File: config.mk
export PLATFORM = sky130hd
export DESIGN_NAME = trg_burst_reqgen
export DESIGN_NICKNAME = d
export VERILOG_FILES = /design/src/rtl/trg_burst_pkg.sv /design/src/rtl/trg_edge_det.sv /design/src/rtl/trg_burst_fsm.sv /design/src/rtl/trg_gen_chan.sv /design/src/rtl/trg_burst_reqgen.sv
export SDC_FILE = /design/constraint.sdc
export NUM_CORES = 1
export LEC_CHECK = 0
export ABC_AREA = 1
export ABC_CLOCK_PERIOD_IN_PS = 2000
export BUFFER_PORTS_ARGS = -buffer_cell sky130_fd_sc_hd__buf_4
export CAP_MARGIN = 0
export CORE_UTILIZATION = 50
export DETAILED_ROUTE_END_ITERATION = 7
export PLACE_DENSITY = 0.72
export SLEW_MARGIN = 30
export SYNTH_ARGS = -nofsm -noshare
export SYNTH_HDL_FRONTEND = slang
export SYNTH_SLANG_ARGS = --single-unit
File: constraint.sdc
create_clock -name clk -period 2 [get_ports clk]
set_input_delay 0.1 -clock clk [delete_from_list [all_inputs] [get_ports clk]]
set_output_delay 0.1 -clock clk [all_outputs]
set_load 0.05 [all_outputs]
File: src/rtl/trg_burst_pkg.sv
`timescale 1ns/1ps
package trg_burst_pkg;

    typedef enum logic [1:0] {
        EDGE_OFF  = 2'b00,
        EDGE_RISE = 2'b01,
        EDGE_FALL = 2'b10,
        EDGE_ANY  = 2'b11
    } edge_mode_e;

    function automatic logic edge_match(edge_mode_e mode, logic cur, logic prev);
        logic rise;
        logic fall;
        rise = cur & ~prev;
        fall = ~cur & prev;
        unique case (mode)
            EDGE_RISE: edge_match = rise;
            EDGE_FALL: edge_match = fall;
            EDGE_ANY:  edge_match = rise | fall;
            default:   edge_match = 1'b0;
        endcase
    endfunction

endpackage

File: src/rtl/trg_edge_det.sv
`timescale 1ns/1ps
module trg_edge_det
    import trg_burst_pkg::*;
#(
    parameter int TRIG_W = 26,
    parameter int SEL_W  = 5
) (
    input  logic              clk,
    input  logic              rst_n,
    input  logic [TRIG_W-1:0] trig_i,
    input  logic [SEL_W-1:0]  sel_i,
    input  edge_mode_e        mode_i,
    input  logic              reload_i,
    input  logic [SEL_W-1:0]  reload_sel_i,
    output logic              hit_o
);
    localparam int PAD_W = 1 << SEL_W;

    typedef struct packed {
        logic prev;
    } det_st_t;

    det_st_t st_d, st_q;
    logic [PAD_W-1:0] bus_pad;
    logic cur_bit;
    logic new_bit;

    always_comb begin
        bus_pad = PAD_W'(trig_i);
        cur_bit = bus_pad[sel_i];
        new_bit = bus_pad[reload_sel_i];
        st_d    = st_q;
        if (reload_i) begin
            st_d.prev = new_bit;
            hit_o     = 1'b0;
        end else begin
            st_d.prev = cur_bit;
            hit_o     = edge_match(mode_i, cur_bit, st_q.prev);
        end
    end

    always_ff @(posedge clk or negedge rst_n) begin
        if (!rst_n) st_q <= '0;
        else        st_q <= st_d;
    end

endmodule

File: src/rtl/trg_burst_fsm.sv
`timescale 1ns/1ps
module trg_burst_fsm #(
    parameter int CNT_W = 5
) (
    input  logic             clk,
    input  logic             rst_n,
    input  logic             en_i,
    input  logic             start_i,
    input  logic [CNT_W-1:0] nreq_i,
    input  logic             ack_i,
    output logic             req_o,
    output logic             ovr_set_o
);
    typedef struct packed {
        logic             req;
        logic [CNT_W-1:0] left;
    } burst_st_t;

    burst_st_t st_d, st_q;

    always_comb begin
        st_d      = st_q;
        ovr_set_o = start_i & st_q.req;
        if (!en_i) begin
            st_d.req  = 1'b0;
            st_d.left = '0;
        end else if (st_q.req) begin
            if (ack_i) begin
                if (st_q.left == '0) st_d.req = 1'b0;
                else                 st_d.left = st_q.left - CNT_W'(1);
            end
        end else if (start_i) begin
            st_d.req  = 1'b1;
            st_d.left = nreq_i;
        end
    end

    always_ff @(posedge clk or negedge rst_n) begin
        if (!rst_n) st_q <= '0;
        else        st_q <= st_d;
    end

    assign req_o = st_q.req;

endmodule

File: src/rtl/trg_gen_chan.sv
`timescale 1ns/1ps
module trg_gen_chan
    import trg_burst_pkg::*;
#(
    parameter int TRIG_W = 26,
    parameter int SEL_W  = 5,
    parameter int CNT_W  = 5
) (
    input  logic              clk,
    input  logic              rst_n,
    input  logic              wr_i,
    input  logic              wr_en_i,
    input  logic [SEL_W-1:0]  wr_sel_i,
    input  logic [1:0]        wr_edge_i,
    input  logic [CNT_W-1:0]  wr_nreq_i,
    input  logic              wr_ie_i,
    input  logic [TRIG_W-1:0] trig_i,
    input  logic              ovr_clr_i,
    input  logic              ack_i,
    output logic              req_o,
    output logic              ovr_o,
    output logic              ie_o,
    output logic              en_o
);
    typedef struct packed {
        logic             en;
        logic             ie;
        logic [SEL_W-1:0] sel;
        edge_mode_e       mode;
        logic [CNT_W-1:0] nreq;
        logic             ovr;
    } chan_st_t;

    chan_st_t st_d, st_q;
    logic hit;
    logic start;
    logic ovr_set;

    trg_edge_det #(.TRIG_W(TRIG_W), .SEL_W(SEL_W)) edge_i (
        .clk          (clk),
        .rst_n        (rst_n),
        .trig_i       (trig_i),
        .sel_i        (st_q.sel),
        .mode_i       (st_q.mode),
        .reload_i     (wr_i),
        .reload_sel_i (wr_sel_i),
        .hit_o        (hit)
    );

    assign start = hit & st_q.en;

    trg_burst_fsm #(.CNT_W(CNT_W)) burst_i (
        .clk       (clk),
        .rst_n     (rst_n),
        .en_i      (st_q.en),
        .start_i   (start),
        .nreq_i    (st_q.nreq),
        .ack_i     (ack_i),
        .req_o     (req_o),
        .ovr_set_o (ovr_set)
    );

    always_comb begin
        st_d = st_q;
        if (wr_i) begin
            st_d.en   = wr_en_i;
            st_d.ie   = wr_ie_i;
            st_d.sel  = wr_sel_i;
            st_d.mode = edge_mode_e'(wr_edge_i);
            st_d.nreq = wr_nreq_i;
        end
        if (ovr_set)        st_d.ovr = 1'b1;
        else if (ovr_clr_i) st_d.ovr = 1'b0;
    end

    always_ff @(posedge clk or negedge rst_n) begin
        if (!rst_n) st_q <= '0;
        else        st_q <= st_d;
    end

    assign ovr_o = st_q.ovr;
    assign ie_o  = st_q.ie;
    assign en_o  = st_q.en;

endmodule

File: src/rtl/trg_burst_reqgen.sv
`timescale 1ns/1ps
module trg_burst_reqgen #(
    parameter int NUM_GEN = 4,
    parameter int TRIG_W  = 26,
    parameter int CNT_W   = 5,
    localparam int SEL_W  = $clog2(TRIG_W),
    localparam int IDX_W  = (NUM_GEN > 1) ? $clog2(NUM_GEN) : 1
) (
    input  logic               clk,
    input  logic               rst_n,
    input  logic               cfg_we,
    input  logic [IDX_W-1:0]   cfg_idx,
    input  logic               cfg_en,
    input  logic [SEL_W-1:0]   cfg_trig_sel,
    input  logic [1:0]         cfg_edge,
    input  logic [CNT_W-1:0]   cfg_nreq,
    input  logic               cfg_irq_en,
    input  logic [TRIG_W-1:0]  trig_i,
    input  logic [NUM_GEN-1:0] ovr_clr_i,
    input  logic [NUM_GEN-1:0] ack_i,
    output logic [NUM_GEN-1:0] req_o,
    output logic [NUM_GEN-1:0] ovr_o,
    output logic               irq_o
);
    logic [NUM_GEN-1:0] gen_ie;
    logic [NUM_GEN-1:0] gen_en;
    logic [NUM_GEN-1:0] gen_wr;

    for (genvar g = 0; g < NUM_GEN; g++) begin : g_gen
        assign gen_wr[g] = cfg_we && (cfg_idx == IDX_W'(g));

        trg_gen_chan #(.TRIG_W(TRIG_W), .SEL_W(SEL_W), .CNT_W(CNT_W)) chan_i (
            .clk       (clk),
            .rst_n     (rst_n),
            .wr_i      (gen_wr[g]),
            .wr_en_i   (cfg_en),
            .wr_sel_i  (cfg_trig_sel),
            .wr_edge_i (cfg_edge),
            .wr_nreq_i (cfg_nreq),
            .wr_ie_i   (cfg_irq_en),
            .trig_i    (trig_i),
            .ovr_clr_i (ovr_clr_i[g]),
            .ack_i     (ack_i[g]),
            .req_o     (req_o[g]),
            .ovr_o     (ovr_o[g]),
            .ie_o      (gen_ie[g]),
            .en_o      (gen_en[g])
        );
    end

    assign irq_o = |(ovr_o & gen_ie);

endmodule

==> results.md <==
- Worst Tran Pin Value: 542.9 ps
- Post-DP HPWL: 12020 um
- Number of enable flip-flop cells after synthesis: 0
- Post-synth top area share: 38.49%
- CTS tree: yes
- Clock power share: 25.4%
- #FFs+latches synth: 88
- Initial antenna violation count: 0
- Count of different cell masters after synthesis: 39
- # DRC: 0
- Antenna cells: 0
- Met1 usage: roughly 43%
- Clock skew: 10.25 ps
- I/O pin count: 62
- Switching power: 2.439 mW
- Vias per cell: 5.646
- Die ar.: between 0.01 and 0.015 mm^2
- Ys Warns: 0
- Die width: between 100 and 150 um
- Clk slew on worst S/H paths: ~70 ps
- Met2 Use GR: approximately 48%
- Placement Setup Slack: -322.9 ps
- Syn Std Cell Area: about 0.0057 mm^2
- Total grt overflow: 0
- Violated checks: setup timing
- Crit path kind: reg2reg
- Sequential share of the synthesized area: between 30% and 40%
- Worst setup margin: -399.9 ps
- Routability cong.: approximately 0.96
- P_int: 3.991 mW
- Utilization after layout: 70.05%
- Combinational Power Share: between 30% and 40%
- Grt met3 use: 5.140%
- All-Layer GR Usage: ~31%
- CTS buffer count: 9
- GRT Max-Usage Layer: met2
- Mapped Nets: around 900
- Min Tclk post-route: roughly 2400 ps
- Vias in the first global route: 5574
- CP Capture Type: register
- Mapped Avg Cell Area: between 6 and 7 um^2
- Ratio of cells with drive above 1 in the final layout: 31.74%
- Fmax: 416.7 MHz
- 1st-pass router iterations: 5
- WL final: ~18000 um
- Number of max-cap violations: 0
- First-pass GRT wire length: between 20000 and 30000 um
- Final ANT Viol Nets: 0
- Count leader, synth: nand2_1
- Clock latency of the later-clocked register in the worst-skew pair: approximately 350 ps
- Primary FF master, synth: dfrtp_1
- Final setup violation count: 28
- Core ar.: between 0.01 and 0.015 mm^2
- Filler cells: ~900
- Yosys top cell by area: dfrtp_1
- P_leak: around 3.7 nW
- H-tree levels: 3
- Critical Path RT: ~2300 ps
- Largest net degree at the start of global routing: 41
- Max-slew violations: 0
- Most instantiated cells after synthesis: nand2_1 (261), nand3_1 (126), dfrtp_1 (88), inv_1 (83), o21ai_0 (63)
- Nets@finish: 983
- Pwr/cell area: ~840 mW/mm^2
- CTS Buffer Depth: 2
- Worst path arrival time: between 2000 and 3000 ps
- Chip height: 109.0 um
- CP Launch Type: register
- Starting Density: 52.10%
- DR iter-0 viols: between 400 and 500
- Area grow syn2layout: 34.46%
- Period Utilization, post-route: 120.0%
- Crit path max fanout: 6
- CTS sink cnt: just under 90
- Hold Violations, Final: 0
- Root Buffer: clkbuf_16
- Top post-synthesis cells by area: dfrtp_1 (38%), nand2_1 (17%), nand3_1 (11%), o21ai_0 (5.5%), inv_1 (5.4%)
- Switching share of power: 37.93%
- IO buf count: 61
- Seq pwr share: a little over a third
- Unrepaired setup endpoints after global routing: true
- Post-synth ARST share: 100.0%
- Syn Inst Count: slightly above 800
- VDD IR-drop max: just over 0.6 mV
- Site row count: 38
- Via count: around 6k
- Status: finished, violations left
- Routed len/inst: ~17 um
- Rel. slew slack: a little under two thirds
- Worst min path class: in2reg
## critical path, stage by stage (launching register included)
cell	delay, ps
dfrtp_2	460
buf_12	170
clkinv_8	70
nand2_4	50
nand3_2	60
nand3_2	80
nand2_1	60
nand2_1	90
nand3_2	110
nand2_2	110
ha_4	200
nand3b_1	160
nand3_1	110
nand3_2	90
nand2_2	140
nand2_2	80
nand2_4	110
nand3b_1	130
nand2_1	80
## registers in the layout, summed over array words and instances, names as in the netlist
name	cells
g_gen.chan_i.burst_i.req_o	4
g_gen.chan_i.ie_o	4
g_gen.chan_i.en_o	4
g_gen.chan_i.edge_i.st_q	4
g_gen.chan_i.st_q	48
g_gen.chan_i.ovr_o	4
g_gen.chan_i.burst_i.st_q	20
## path summary, 6_finish.rpt
check                                   startpoint                               to  slack (ps)  cells after the start
max                        g_gen[0].chan_i.st_q[8]  g_gen[0].chan_i.burst_i.st_q[4]        -400                     18
min                                    cfg_nreq[4]          g_gen[0].chan_i.st_q[5]         100                      3
max reg2reg                g_gen[0].chan_i.st_q[8]  g_gen[0].chan_i.burst_i.st_q[4]        -400                     18
min reg2reg                g_gen[1].chan_i.st_q[1]          g_gen[1].chan_i.st_q[1]         490                      2
max in group asynchronous                    rst_n  g_gen[0].chan_i.burst_i.st_q[1]        1040                      3
min in group asynchronous                    rst_n          g_gen[1].chan_i.st_q[9]         270                      2
## cells by family (layout without fill, tap and decap cells)
group | after synthesis | after routing | synth area share (%)
buffers and inverters | 142 | 237 | 11.11
AND/OR/NAND/NOR | 450 | 450 | 34.57
AO/OA/AOI/OAI | 135 | 135 | 13.05
adder cells (fa/ha/maj) | 12 | 12 | 2.624
XOR/XNOR | 1 | 1 | 0.1531
flip-flops | 88 | 88 | 38.49
## power groups by stage
stage | registers, mW | logic (mW) | clock network [mW]
after detailed placement | 2.28 | 1.89 | 0
after global routing | 2.35 | 2.73 | 1.72
after CTS | 2.28 | 2.17 | 1.65
after floorplan | 2.20 | 1.37 | 0
final | 2.31 | 2.49 | 1.63
after global placement | 2.27 | 1.83 | 0
## per-layer routing
metal | part of all wire [%] | vias up
met3 | 7.3 | 45
met1 | 43 | 2861
met4 | 2.7 | 0
met5 | 0 | -
met2 | 47 | 224
li1 | - | 2872
## stage by stage
stage	hold slack, ps	TNS, ps	cell area, um^2	cells	power [mW]
2_1_floorplan	-195.6	-524.1	5824	828	3.569
3_3_place_gp	103.2	-4834	6504	1023	4.096
3_5_place_dp	111.2	-5950	6504	1023	4.167
4_1_cts	95.13	-5608	7239	1055	6.096
5_1_grt	105.8	-11480	7694	1063	6.804
6_report	98.47	-7524	7694	1063	6.430
## final cells by class
type,count,area [um^2],area share (%)
Tap cell,140,175.2,2.277
Clock buffer,11,242.7,3.155
Clock inverter,5,38.79,0.5041
Multi-Input combinational cell,598,3463,45.02
Timing Repair Buffer,117,1109,14.41
Inverter,101,421.7,5.481
Sequential cell,88,2207,28.69
Timing Repair inverter,3,36.28,0.4716
## timing repair
item	CTS	global route
hold buffers	7	0
endpoints found under the setup margin	28	28
pin swaps	35	49
gates resized for setup	64	95
cloned	5	5
hold endpoints to repair	44	0
setup buffers	6	5
## placed cells by master, fill, tap and decap left out, types with 2 or more instances in the layout
| cell | netlist | final |
|---|---|---|
| a211oi_1 | 2 | 2 |
| nand3_4 | 1 | 2 |
| buf_4 | 15 | 90 |
| ha_4 | 0 | 4 |
| inv_6 | 0 | 3 |
| nand2_2 | 3 | 44 |
| o21ai_0 | 63 | 61 |
| buf_6 | 3 | 8 |
| o22ai_2 | 0 | 3 |
| buf_12 | 0 | 7 |
| o21ai_1 | 14 | 10 |
| nand3_2 | 2 | 45 |
| or2_2 | 5 | 5 |
| nand3b_1 | 3 | 3 |
| ha_1 | 12 | 7 |
| dlygate4sd3_1 | 0 | 7 |
| nand3_1 | 126 | 82 |
| nor2_1 | 31 | 27 |
| inv_4 | 2 | 4 |
| nand2_4 | 4 | 15 |
| or2_4 | 2 | 2 |
| nor2_4 | 1 | 4 |
| nand2_1 | 261 | 207 |
| inv_1 | 83 | 80 |
| clkbuf_16 | 0 | 11 |
| dfrtp_1 | 88 | 84 |
| a31oi_1 | 4 | 4 |
| a21oi_2 | 1 | 5 |
| clkinv_8 | 0 | 3 |
| buf_16 | 0 | 3 |
| o211ai_1 | 17 | 17 |
| dfrtp_2 | 0 | 4 |
| nor2_2 | 2 | 3 |
| inv_2 | 15 | 13 |
| nand4_1 | 5 | 5 |
| o21ai_2 | 0 | 6 |
| a21oi_1 | 27 | 23 |
| nor3_1 | 2 | 2 |
| nand2_8 | 0 | 2 |
| inv_8 | 0 | 2 |
(Power assumes the default switching activity.)
